### src/rtl/rob_pkg.sv
package rob_pkg;
  typedef enum logic [1:0] {
    KIND_REG    = 2'b00,
    KIND_STORE  = 2'b01,
    KIND_BRANCH = 2'b10
  } robKind_e;

  typedef struct packed {
    logic doIssue;
    logic doCommit;
    logic doFlush;
  } robStrobe_t;
endpackage

### src/rtl/rob_ctrl.sv
module rob_ctrl
  import rob_pkg::*;
#(
  parameter int DEPTH = 8,
  localparam int IDX_W = $clog2(DEPTH)
) (
  input  logic             clk,
  input  logic             rstN,
  input  logic             issueValid,
  input  logic             headValid,
  input  logic             headReady,
  input  robKind_e         headKind,
  input  logic             headMisp,
  output robStrobe_t       strobe,
  output logic [IDX_W-1:0] headIdx,
  output logic [IDX_W-1:0] tailIdx,
  output logic             issueReady,
  output logic             regWe,
  output logic             storeWe
);
  logic [IDX_W:0] headPtr, tailPtr;
  logic full, retire, flush;

  assign headIdx = headPtr[IDX_W-1:0];
  assign tailIdx = tailPtr[IDX_W-1:0];
  assign full    = (headIdx == tailIdx) && (headPtr[IDX_W] != tailPtr[IDX_W]);

  assign retire     = headValid && headReady;
  assign flush      = retire && (headKind == KIND_BRANCH) && headMisp;
  assign issueReady = !full && !flush;

  assign strobe.doIssue  = issueValid && issueReady;
  assign strobe.doCommit = retire;
  assign strobe.doFlush  = flush;

  assign regWe   = retire && (headKind == KIND_REG);
  assign storeWe = retire && (headKind == KIND_STORE);

  always_ff @(posedge clk) begin
    if (!rstN) begin
      headPtr <= '0;
      tailPtr <= '0;
    end else if (flush) begin
      headPtr <= headPtr + 1'b1;
      tailPtr <= headPtr + 1'b1;
    end else begin
      if (retire)         headPtr <= headPtr + 1'b1;
      if (strobe.doIssue) tailPtr <= tailPtr + 1'b1;
    end
  end
endmodule

### src/rtl/rob_data.sv
module rob_data
  import rob_pkg::*;
#(
  parameter int DEPTH  = 8,
  parameter int REG_W  = 5,
  parameter int DATA_W = 32,
  localparam int IDX_W = $clog2(DEPTH)
) (
  input  logic              clk,
  input  logic              rstN,
  input  robStrobe_t        strobe,
  input  logic [IDX_W-1:0]  headIdx,
  input  logic [IDX_W-1:0]  tailIdx,
  input  robKind_e          issueKind,
  input  logic [REG_W-1:0]  issueDest,
  input  logic              cdbValid,
  input  logic [IDX_W-1:0]  cdbTag,
  input  logic [DATA_W-1:0] cdbValue,
  input  logic              cdbMispredict,
  output logic              headValid,
  output logic              headReady,
  output robKind_e          headKind,
  output logic [REG_W-1:0]  headDest,
  output logic [DATA_W-1:0] headValue,
  output logic              headMisp
);
  logic [DEPTH-1:0] validQ, readyQ, mispQ;
  robKind_e          kindQ  [DEPTH];
  logic [REG_W-1:0]  destQ  [DEPTH];
  logic [DATA_W-1:0] valueQ [DEPTH];

  always_ff @(posedge clk) begin
    if (!rstN) begin
      validQ <= '0;
      readyQ <= '0;
    end else if (strobe.doFlush) begin
      validQ <= '0;
      readyQ <= '0;
    end else begin
      for (int s = 0; s < DEPTH; s++) begin
        if (strobe.doIssue && (tailIdx == IDX_W'(s))) begin
          validQ[s] <= 1'b1;
          readyQ[s] <= 1'b0;
          kindQ[s]  <= issueKind;
          destQ[s]  <= issueDest;
        end else if (cdbValid && (cdbTag == IDX_W'(s)) && validQ[s]) begin
          readyQ[s] <= 1'b1;
          valueQ[s] <= cdbValue;
          mispQ[s]  <= cdbMispredict;
        end
        if (strobe.doCommit && (headIdx == IDX_W'(s))) begin
          validQ[s] <= 1'b0;
          readyQ[s] <= 1'b0;
        end
      end
    end
  end

  assign headValid = validQ[headIdx];
  assign headReady = readyQ[headIdx];
  assign headKind  = kindQ[headIdx];
  assign headDest  = destQ[headIdx];
  assign headValue = valueQ[headIdx];
  assign headMisp  = mispQ[headIdx];
endmodule

### src/rtl/rob_top.sv
module rob_top
  import rob_pkg::*;
#(
  parameter int DEPTH  = 8,
  parameter int REG_W  = 5,
  parameter int DATA_W = 32,
  localparam int IDX_W = $clog2(DEPTH)
) (
  input  logic              clk,
  input  logic              rstN,
  input  logic              issueValid,
  input  logic [1:0]        issueKind,
  input  logic [REG_W-1:0]  issueDest,
  output logic              issueReady,
  output logic [IDX_W-1:0]  issueTag,
  input  logic              cdbValid,
  input  logic [IDX_W-1:0]  cdbTag,
  input  logic [DATA_W-1:0] cdbValue,
  input  logic              cdbMispredict,
  output logic              commitRegWe,
  output logic [REG_W-1:0]  commitRegAddr,
  output logic [DATA_W-1:0] commitRegData,
  output logic              commitStoreWe,
  output logic [DATA_W-1:0] commitStoreData,
  output logic              flushOut
);
  robStrobe_t        strobe;
  logic [IDX_W-1:0]  headIdx, tailIdx;
  logic              headValid, headReady, headMisp;
  robKind_e          headKind;
  logic [REG_W-1:0]  headDest;
  logic [DATA_W-1:0] headValue;

  rob_ctrl #(.DEPTH(DEPTH)) u_ctrl (
    .clk(clk), .rstN(rstN), .issueValid(issueValid),
    .headValid(headValid), .headReady(headReady), .headKind(headKind),
    .headMisp(headMisp), .strobe(strobe), .headIdx(headIdx),
    .tailIdx(tailIdx), .issueReady(issueReady),
    .regWe(commitRegWe), .storeWe(commitStoreWe)
  );

  rob_data #(.DEPTH(DEPTH), .REG_W(REG_W), .DATA_W(DATA_W)) u_data (
    .clk(clk), .rstN(rstN), .strobe(strobe), .headIdx(headIdx),
    .tailIdx(tailIdx), .issueKind(robKind_e'(issueKind)),
    .issueDest(issueDest), .cdbValid(cdbValid), .cdbTag(cdbTag),
    .cdbValue(cdbValue), .cdbMispredict(cdbMispredict),
    .headValid(headValid), .headReady(headReady), .headKind(headKind),
    .headDest(headDest), .headValue(headValue), .headMisp(headMisp)
  );

  assign issueTag        = tailIdx;
  assign commitRegAddr   = headDest;
  assign commitRegData   = headValue;
  assign commitStoreData = headValue;
  assign flushOut        = strobe.doFlush;
endmodule

### config.mk
export PLATFORM = sky130hd
export DESIGN_NAME = rob_top
export DESIGN_NICKNAME = d
export VERILOG_FILES = /design/src/rtl/rob_pkg.sv /design/src/rtl/rob_ctrl.sv /design/src/rtl/rob_data.sv /design/src/rtl/rob_top.sv
export SDC_FILE = /design/constraint.sdc
export NUM_CORES = 1
export LEC_CHECK = 0
export CORE_MARGIN = 4
export CORE_UTILIZATION = 40
export CTS_CLUSTER_SIZE = 25
export DETAILED_ROUTE_END_ITERATION = 8
export PLACE_DENSITY_LB_ADDON = 0.2
export RECOVER_POWER = 100
export SLEW_MARGIN = 20
export SYNTH_ARGS = -nofsm -noshare
export SYNTH_HDL_FRONTEND = slang
export SYNTH_SLANG_ARGS = --single-unit
### constraint.sdc
create_clock -name clk -period 11.1 [get_ports clk]
set_clock_uncertainty 0.2 [all_clocks]
set_input_delay 1.665 -clock clk [delete_from_list [all_inputs] [get_ports clk]]
set_output_delay 1.665 -clock clk [all_outputs]
set_load 0.005 [all_outputs]
After elaboration in Yosys (flattened, before gate mapping)
Memories as Yosys holds them, arrays and structs flattened. A register that Yosys moved wholly into a read port is not among the register bits.
Cells that the tools add are included.
{ "word_totals": {"register_bits": 32, "latch_bits": 0, "ram_bits": 312, "mem_bits_ro": 0, "input_bits": 47, "out_inout_bits": 76, "elab_cells": 311, "n_memories": 3} }
{ "classes": {"addsub": 2, "mul": 0, "div_mod_pow": 0, "magnitude_cmp": 1, "eq_ne": 25, "n_shift": 0, "n_mux": 151, "n_bitwise": 10, "n_reduce_logical": 93} }
{ "memory_table": {"columns": ["memory", "words", "width", "read_ports", "rd_clocked_by_memory_dff", "wr", "line", "source"], "rows": [
  ["u_data.valueQ", 8, 32, 1, 1, 1, "rob_data.sv:30", "logic [DATA_W-1:0] valueQ [DEPTH];"],
  ["u_data.destQ", 8, 5, 1, 1, 1, "rob_data.sv:29", "logic [REG_W-1:0] destQ [DEPTH];"],
  ["u_data.kindQ", 8, 2, 1, 1, 1, "rob_data.sv:28", "robKind_e kindQ [DEPTH];"]
]} }
{ "ops": {"columns": ["cell", "count"], "rows": [
  ["32-bit two-way mux", 7],
  ["32-bit OR reduction", 7],
  ["1-bit two-way mux", 96],
  ["3-bit two-way mux", 27],
  ["1-bit logical AND", 40],
  ["3-bit == test (second input constant)", 12],
  ["5-bit two-way mux", 7],
  ["5-bit OR reduction", 7],
  ["4-bit AND reduction", 8],
  ["4-bit OR reduction", 8],
  ["3-bit OR reduction", 8],
  ["3-bit by 2-bit == test with 1-bit output (second input constant)", 6],
  ["4-bit two-way mux", 4],
  ["2-bit two-way mux", 7],
  ["2-bit OR reduction", 7],
  ["1-bit NOT", 10],
  ["1-bit binary-select mux with 3-bit select", 3],
  ["3-bit by 1-bit == test with 1-bit output (second input constant)", 3],
  ["3-bit logical NOT", 3],
  ["4-bit by 1-bit adder with 4-bit output (second input constant)", 2],
  ["3-bit by 4-bit less-than comparator with 1-bit output (second input constant)", 1],
  ["2-bit nonzero test", 2],
  ["3-bit == test", 1],
  ["2-bit by 1-bit == test with 1-bit output (second input constant)", 1],
  ["other kinds (4)", 5]
]} }

Depth between registers and ports, before layout
Gate-level depths: netlist of the first run.
{ "depth": {"word_depth": 21, "depth_mapped": 7, "ltp_nobuf": 6} }

Hierarchy
From an unflattened synthesis of the first run, not the netlist that was laid out.
{ "hier_totals": {"hier_cells": 679, "area_unflattened_um2": 13833.3} }
{ "modules_own_cells": {"columns": ["module", "n_inst", "cells_per_inst", "area_per_inst_um2", "seq_area_each_um2"], "rows": [
  ["rob_data", 1, 580, 13013.7, 9929.5],
  ["rob_ctrl", 1, 67, 579.3, 160.2],
  ["rob_top", 1, 32, 240.2, 0.0]
]} }

Worst setup path before layout of the first run
OpenSTA, ideal clock, no wires.
{ "synth_timing": {"path_kind": "input-to-reg", "startpoint": "input port issueValid", "endpoint": "memory u_data.valueQ[5][0] (enable)", "setup_time_ns": 0.468, "arrival_ns": 4.498, "required_time_ns": 10.432, "path_slack_ns": 5.934, "cell_stages": 4, "n_path_buf": 0, "cell_sequence": "o41ai_4 nor2_1 nand2_1 nor3b_1"} }
{ "synth_via": {"elab_chain_cells": 14, "word_cells_on_any_way": 62, "classes_between": "46 x mux; 16 x reduce/logical"} }
{ "synth_rtl": {"columns": ["element", "line", "source"], "rows": [
  ["from (decl)", "rob_top.sv:11", "input logic issueValid,"],
  ["1-bit logical AND *", "rob_ctrl.sv:32", "assign strobe.doIssue = issueValid && issueReady;"],
  ["1-bit logical AND", "rob_data.sv:41", "if (strobe.doIssue && (tailIdx == IDX_W'(s))) begin"],
  ["1-bit two-way mux", "rob_data.sv:41", null],
  ["1-bit two-way mux", "rob_data.sv:36", "end else if (strobe.doFlush) begin"],
  ["1-bit two-way mux", "rob_data.sv:33", "if (!rstN) begin"],
  ["1-bit two-way mux (not written as such)", "rob_data.sv:48", "valueQ[s] <= cdbValue;"],
  ["32-bit OR reduction (no line)", null, null],
  ["3-bit two-way mux (no line) / 1-bit two-way mux (equally long branches) (7 in a row)", null, null],
  ["to (decl)", "rob_data.sv:30", null]
]} }
Every way passes the cells marked *; elsewhere a longest branch is shown, timed or not.

==> out/qor.csv, run 1 <==
metric,value,unit
wl_per_cell,22.4,µm
critical_path.endpoint_type,output port,
r2r_end,u_data.valueQ[4][28],
hp-class,register to register,
post-cts-setup-buffer-count,0,
drcViolationCount,0,
yosys_warnings,0,
antenna_found_initial,1,
synth-xor-area-share,0.503,%
cts_root_buffer,clkbuf_16,
gp_congestion,0.839,
synth_compound_gate_area_share,2.02,%
die_area,37800,µm²
synthFlopType,edfxtp_1,
dp_hpwl,16700,µm
core,34500,µm²
synth_cell_types,39,
synth_cells,695,
wirelength,29000,µm
synth.area.mux_share,17.1,%
clock-sinks,347,
period_minus_slack,7.37,ns
synth_top_family_by_area,multiplexers,
worst_hold_path.endpoint,u_data.readyQ[2],
synth_edf_count,320,
critPathMaxFanout,41,
regToRegSetupSlack,4.05,ns
rsz0062_at_grt,no,
place_ws,5.96,ns
initial_utilization,40.4,%
cts-resized-gates,0,
period_share,66.4,%
ys_seq_area_share,72.9,%
multi_input_area,3340,µm²
fin_tns_setup,0,ns
syn_nets,754,
boundaryPins,123,
grt_pass1_wl,44100,µm
fmax,0.136,GHz
p_leak,0.00522,µW
vias,6815,
irDropWorstVdd,120,µV
viasPerCell,5.26,
tightest_slew,3.40,ns
die_y,195,µm
chipWidth,195,µm
critPathRequiredTime,9.24,ns
final_cell_mix,"edfxtp_1 (320), mux4_2 (84), dlygate4sd3_1 (83)",
seq_area,10200,µm²
dr.pass1.iters,5,
setup_slack,3.73,ns
hold_violations,0,
holdPathStages,2,
status,finished with violations,
critPathArrivalTime,5.51,ns
drtIter0Drc,424,
rows,68,
nets,869,
cts_tree,built,
relSlewSlack,-127,%
grt_usage,15.1,%
drv_slew,306,
path_class,register to output port,
clkSlewWorstSetupHoldPaths,0.06,ns
violations,"max-capacitance violations, max-slew violations",
rr_worst_depth,7,
p_per_area,165,nW/µm²
area_growth_syn_to_layout,19.7,%
syn_area,13900,µm²
synth-simple-area-share,3.25,%
fillers,2838,
clockBufferDepth,3,
cts_buffers,38,
final_common_cell,edfxtp_1,
ys_ff_latch,347,
avgSynthCellArea,20.0,µm²
async_flop_share,0,%
synth_adder_area_share,1.08,%
layout-drive-gt1-share,17.4,%
drtAntennaViolNets,0,
maxCapViolations,9,
numPortBuffers,122,
hold_path_startpoint,u_data.readyQ[2],
holdBufCountCts,0,
finalSetupViolations,0,
grt_pass1_vias,7245,
worst_skew_pair.late_latency,0.51,ns
critPathLaunchType,register,
cts-htree-levels,2,
grt_start_max_net_pins,45,
gr-total-overflow,0,
[per-stage QoR]
stage / hold slack [ns] / total power (µW) / util, % / area [µm²] / cells
2_1_floorplan: 0.243 / 1490 / - / 13900 / 695
3_3_place_gp: 0.262 / 1520 / 44.9 / 15500 / 1225
3_5_place_dp: 0.273 / 1530 / 44.9 / 15500 / 1225
4_1_cts: 0.281 / 2780 / 48.6 / 16700 / 1294
5_1_grt: 0.307 / 2840 / 48.3 / 16700 / 1294
6_report: 0.276 / 2740 / 48.3 / 16700 / 1296
[state kept, by name, summed over array words and instances (netlist names), named ones only]
| signal | cells |
|---|---|
| u_data.mispQ | 8 |
| u_data.valueQ | 256 |
| u_data.destQ | 40 |
| u_ctrl.headPtr | 4 |
| u_data.validQ | 8 |
| u_data.readyQ | 8 |
| u_data.kindQ | 16 |
| u_ctrl.tailPtr | 4 |
[final cells by class]
class	instances	area share, %
Timing Repair Buffer	136	7.71
Clock inverter	15	1.34
Multi-Input combinational cell	273	20.0
Clock buffer	54	6.20
Sequential cell	347	61.0
Antenna cell	2	0.0300
Tap cell	455	3.42
Inverter	14	0.315
[power breakdown]
part | internal (µW) | switching (µW) | total (µW)
Combinational | 25.7 | 34.1 | 59.7
Clock | 767 | 480 | 1250
Sequential | 1430 | 3.39 | 1440
[cells in the mapped netlist (all sizes together) (5+ instances only)]
library cell	n	share of area, %
edfxtp	320	69
mux4	84	14
buf	52	2.5
mux2	39	3.2
dfxtp	27	3.9
nand2	18	0.49
nor3	16	0.58
nor2	14	0.38
ha	12	1.1
inv	12	0.32
a21oi	9	0.32
and2	9	0.40
clkbuf	9	0.24
o21ai	8	0.37
nand3	7	0.25
nor2b	6	0.27
nor3b	6	0.32
mux2i	5	0.36
[worst max-delay path by stage]
| stage | startpoint | slack (ns) | to | depth (start not counted) |
|---|---|---|---|---|
| 2_1_floorplan | issueValid | 5.93 | u_data.valueQ[5][0] | 4 |
| 3_3_place_gp | register | 5.98 | commitRegData[21] | 5 |
| 3_5_place_dp | register | 5.96 | commitRegData[21] | 5 |
| 4_1_cts | register | 5.41 | commitRegData[21] | 5 |
| 5_1_grt | register | 3.29 | issueReady | 8 |
| 6_report | register | 3.73 | issueReady | 8 |
[cells by family (layout without fill, tap and decap cells)]
| family | count (synthesis) | after routing |
|---|---|---|
| XOR/XNOR | 8 | 8 |
| flip-flops | 347 | 347 |
| buffers and inverters | 75 | 219 |
| other | 0 | 2 |
| AO/OA/AOI/OAI | 37 | 37 |
| multiplexers | 128 | 128 |
| adder cells (fa/ha/maj) | 12 | 12 |
| AND/OR/NAND/NOR | 88 | 88 |
[critical path, stage by stage, from the launching register on]
cell and delay (ns):
dfxtp_1 0.30, clkbuf_1 2.39, mux4_2 0.62, mux2i_1 0.19, nor3_1 0.48, nand2_1 0.21
inv_1 0.15, nor2_1 0.06, dlygate4sd3_1 0.58
[metal layers]
metal	up-vias	wire (µm)	track usage, %
met1	3544	12200	20.1
met4	2	540	3.41
li1	3021	-	-
met3	50	1400	2.88
met5	-	14	0
met2	198	14800	26.2
No activity file was read; power rests on OpenSTA's default activity.
==> inputs of run 2 (changes only) <==
Clock period 11.1 ns to 6.9 ns, I/O delays scaled along.
==> out/qor.csv, run 2 (synthesized netlist as in run 1, its figures left out) <==
metric,value,unit
area_growth_syn_to_layout,19.1,%
dp_hpwl,17100,µm
initial_utilization,40.4,%
status,finished with violations,
grt_pass1_wl,45000,µm
drv_slew,311,
gp_congestion,0.841,
hold_violations,0,
seq_area,10200,µm²
wirelength,29100,µm
grt_start_max_net_pins,47,
critPathLaunchType,register,
rows,68,
cts_tree,built,
p_int,3470,µW
tightest_slew,2.60,ns
rsz0062_at_grt,no,
setup_slack,1.35,ns
hold_ws,0.293,ns
crit_end,commitRegData[8],
cts_buffers,37,
worst_skew_pair.late_latency,0.52,ns
hp-class,register to register,
rr_worst_depth,6,
p_clk_share,44.0,%
viasPerCell,5.28,
p_leak,0.00519,µW
maxCapViolations,9,
fillers,2877,
vias,6824,
critical_path.endpoint_type,output port,
core,34500,µm²
critPathMaxFanout,46,
antenna_found_initial,2,
dpl.cell_count,1224,
fmax,0.180,GHz
nets,867,
regToRegSetupSlack,1.68,ns
hold_path_startpoint,u_data.readyQ[2],
dr.pass1.iters,4,
place_ws,2.51,ns
period_minus_slack,5.55,ns
wl_per_cell,22.5,µm
irDropWorstVdd,177,µV
boundaryPins,123,
critPathArrivalTime,4.32,ns
drtAntennaViolNets,0,
relSlewSlack,-73.0,%
seqPwrFrac,53.7,%
drcViolationCount,0,
fin_tns_setup,0,ns
grt_pass1_vias,7367,
path_class,register to output port,
die_area,37800,µm²
power_frac_comb,2.3,%
cts-resized-gates,0,
chipWidth,195,µm
stdcell_count,1292,
cts-htree-levels,2,
final_common_cell,edfxtp_1,
gr-total-overflow,0,
post-cts-setup-buffer-count,0,
reg.largest.list,"u_data.valueQ (256), u_data.destQ (40), u_data.kindQ (16)",
violations,"max-capacitance violations, max-slew violations",
finalSetupViolations,0,
die_y,195,µm
p_sw,828,µW
drtIter0Drc,487,
p_per_area,259,nW/µm²
cts_root_buffer,clkbuf_16,
regMostFlops,u_data.valueQ,
critPathRequiredTime,5.66,ns
holdBufCountCts,0,
multi_input_area,3340,µm²
clkSlewWorstSetupHoldPaths,0.06,ns
largest_reg_flops,256,
period_share,80.5,%
grt_usage,15.4,%
r2r_end,u_data.valueQ[6][31],
final_cell_mix,"edfxtp_1 (320), mux4_2 (84), dlygate4sd3_1 (82)",
p_sw_share,19.3,%
clockBufferDepth,3,
clock-sinks,347,
layout-drive-gt1-share,19.1,%
numPortBuffers,122,
-- run 2: changes by cell type in the layout (fill, tap and decap cells not counted), moves of 2 or more --
cell        previous run  this run
mux2_1                34        20
clkinvlp_4             2         0
clkinv_2               2         5
bufinv_16              5         3
clkbuf_1              26        16
clkinv_1               6        14
mux2_2                 5        19
-- run 2: metrics by stage --
step / power, µW / instance area [µm²] / utilization, %
2_1_floorplan: 2390 / 13900 / -
3_3_place_gp: 2450 / 15500 / 44.9
3_5_place_dp: 2460 / 15500 / 44.9
4_1_cts: 4360 / 16700 / 48.3
5_1_grt: 4460 / 16600 / 48.1
6_report: 4300 / 16600 / 48.1
-- run 2: area by class of cell --
class / count / area share, %
Antenna cell: 1 / 0.0151
Clock buffer: 44 / 5.87
Clock inverter: 23 / 1.24
Inverter: 14 / 0.317
Multi-Input combinational cell: 273 / 20.1
Sequential cell: 347 / 61.3
Tap cell: 455 / 3.43
Timing Repair Buffer: 135 / 7.71
-- run 2: worst min-delay path by stage --
| stage | cells past startpoint | slack [ns] | to |
|---|---|---|---|
| 5_1_grt | 2 | 0.31 | u_data.readyQ[2] |
| 6_report | 2 | 0.29 | u_data.readyQ[2] |
| 2_1_floorplan | 2 | 0.24 | u_data.readyQ[4] |
| 4_1_cts | 2 | 0.29 | u_data.readyQ[2] |
| 3_5_place_dp | 2 | 0.29 | u_data.readyQ[2] |
| 3_3_place_gp | 2 | 0.26 | u_data.readyQ[4] |
-- run 2: layer usage --
| layer | vias to the layer above | GRT usage [%] | part of all wire (%) |
|---|---|---|---|
| li1 | 3023 | - | - |
| met1 | 3572 | 20.4 | 42 |
| met2 | 182 | 26.6 | 51 |
| met3 | 45 | 2.77 | 4.6 |
| met4 | 2 | 3.65 | 1.8 |
| met5 | - | 0 | 0.045 |
-- run 2: worst max-delay path, stage by stage (launching register included) --
cell,delay [ns]
dfxtp_4,0.78
clkbuf_2,1.43
mux4_2,0.65
mux2_2,0.29
dlygate4sd3_1,0.58
-- run 2: power by group through the flow --
stage	Sequential, µW	Clock (µW)	Combinational [µW]
after floorplan	2350	0	38.8
after global placement	2350	0	99.6
after detailed placement	2350	0	105
after CTS	2310	1940	106
after global routing	2310	2040	107
final	2310	1890	97.5
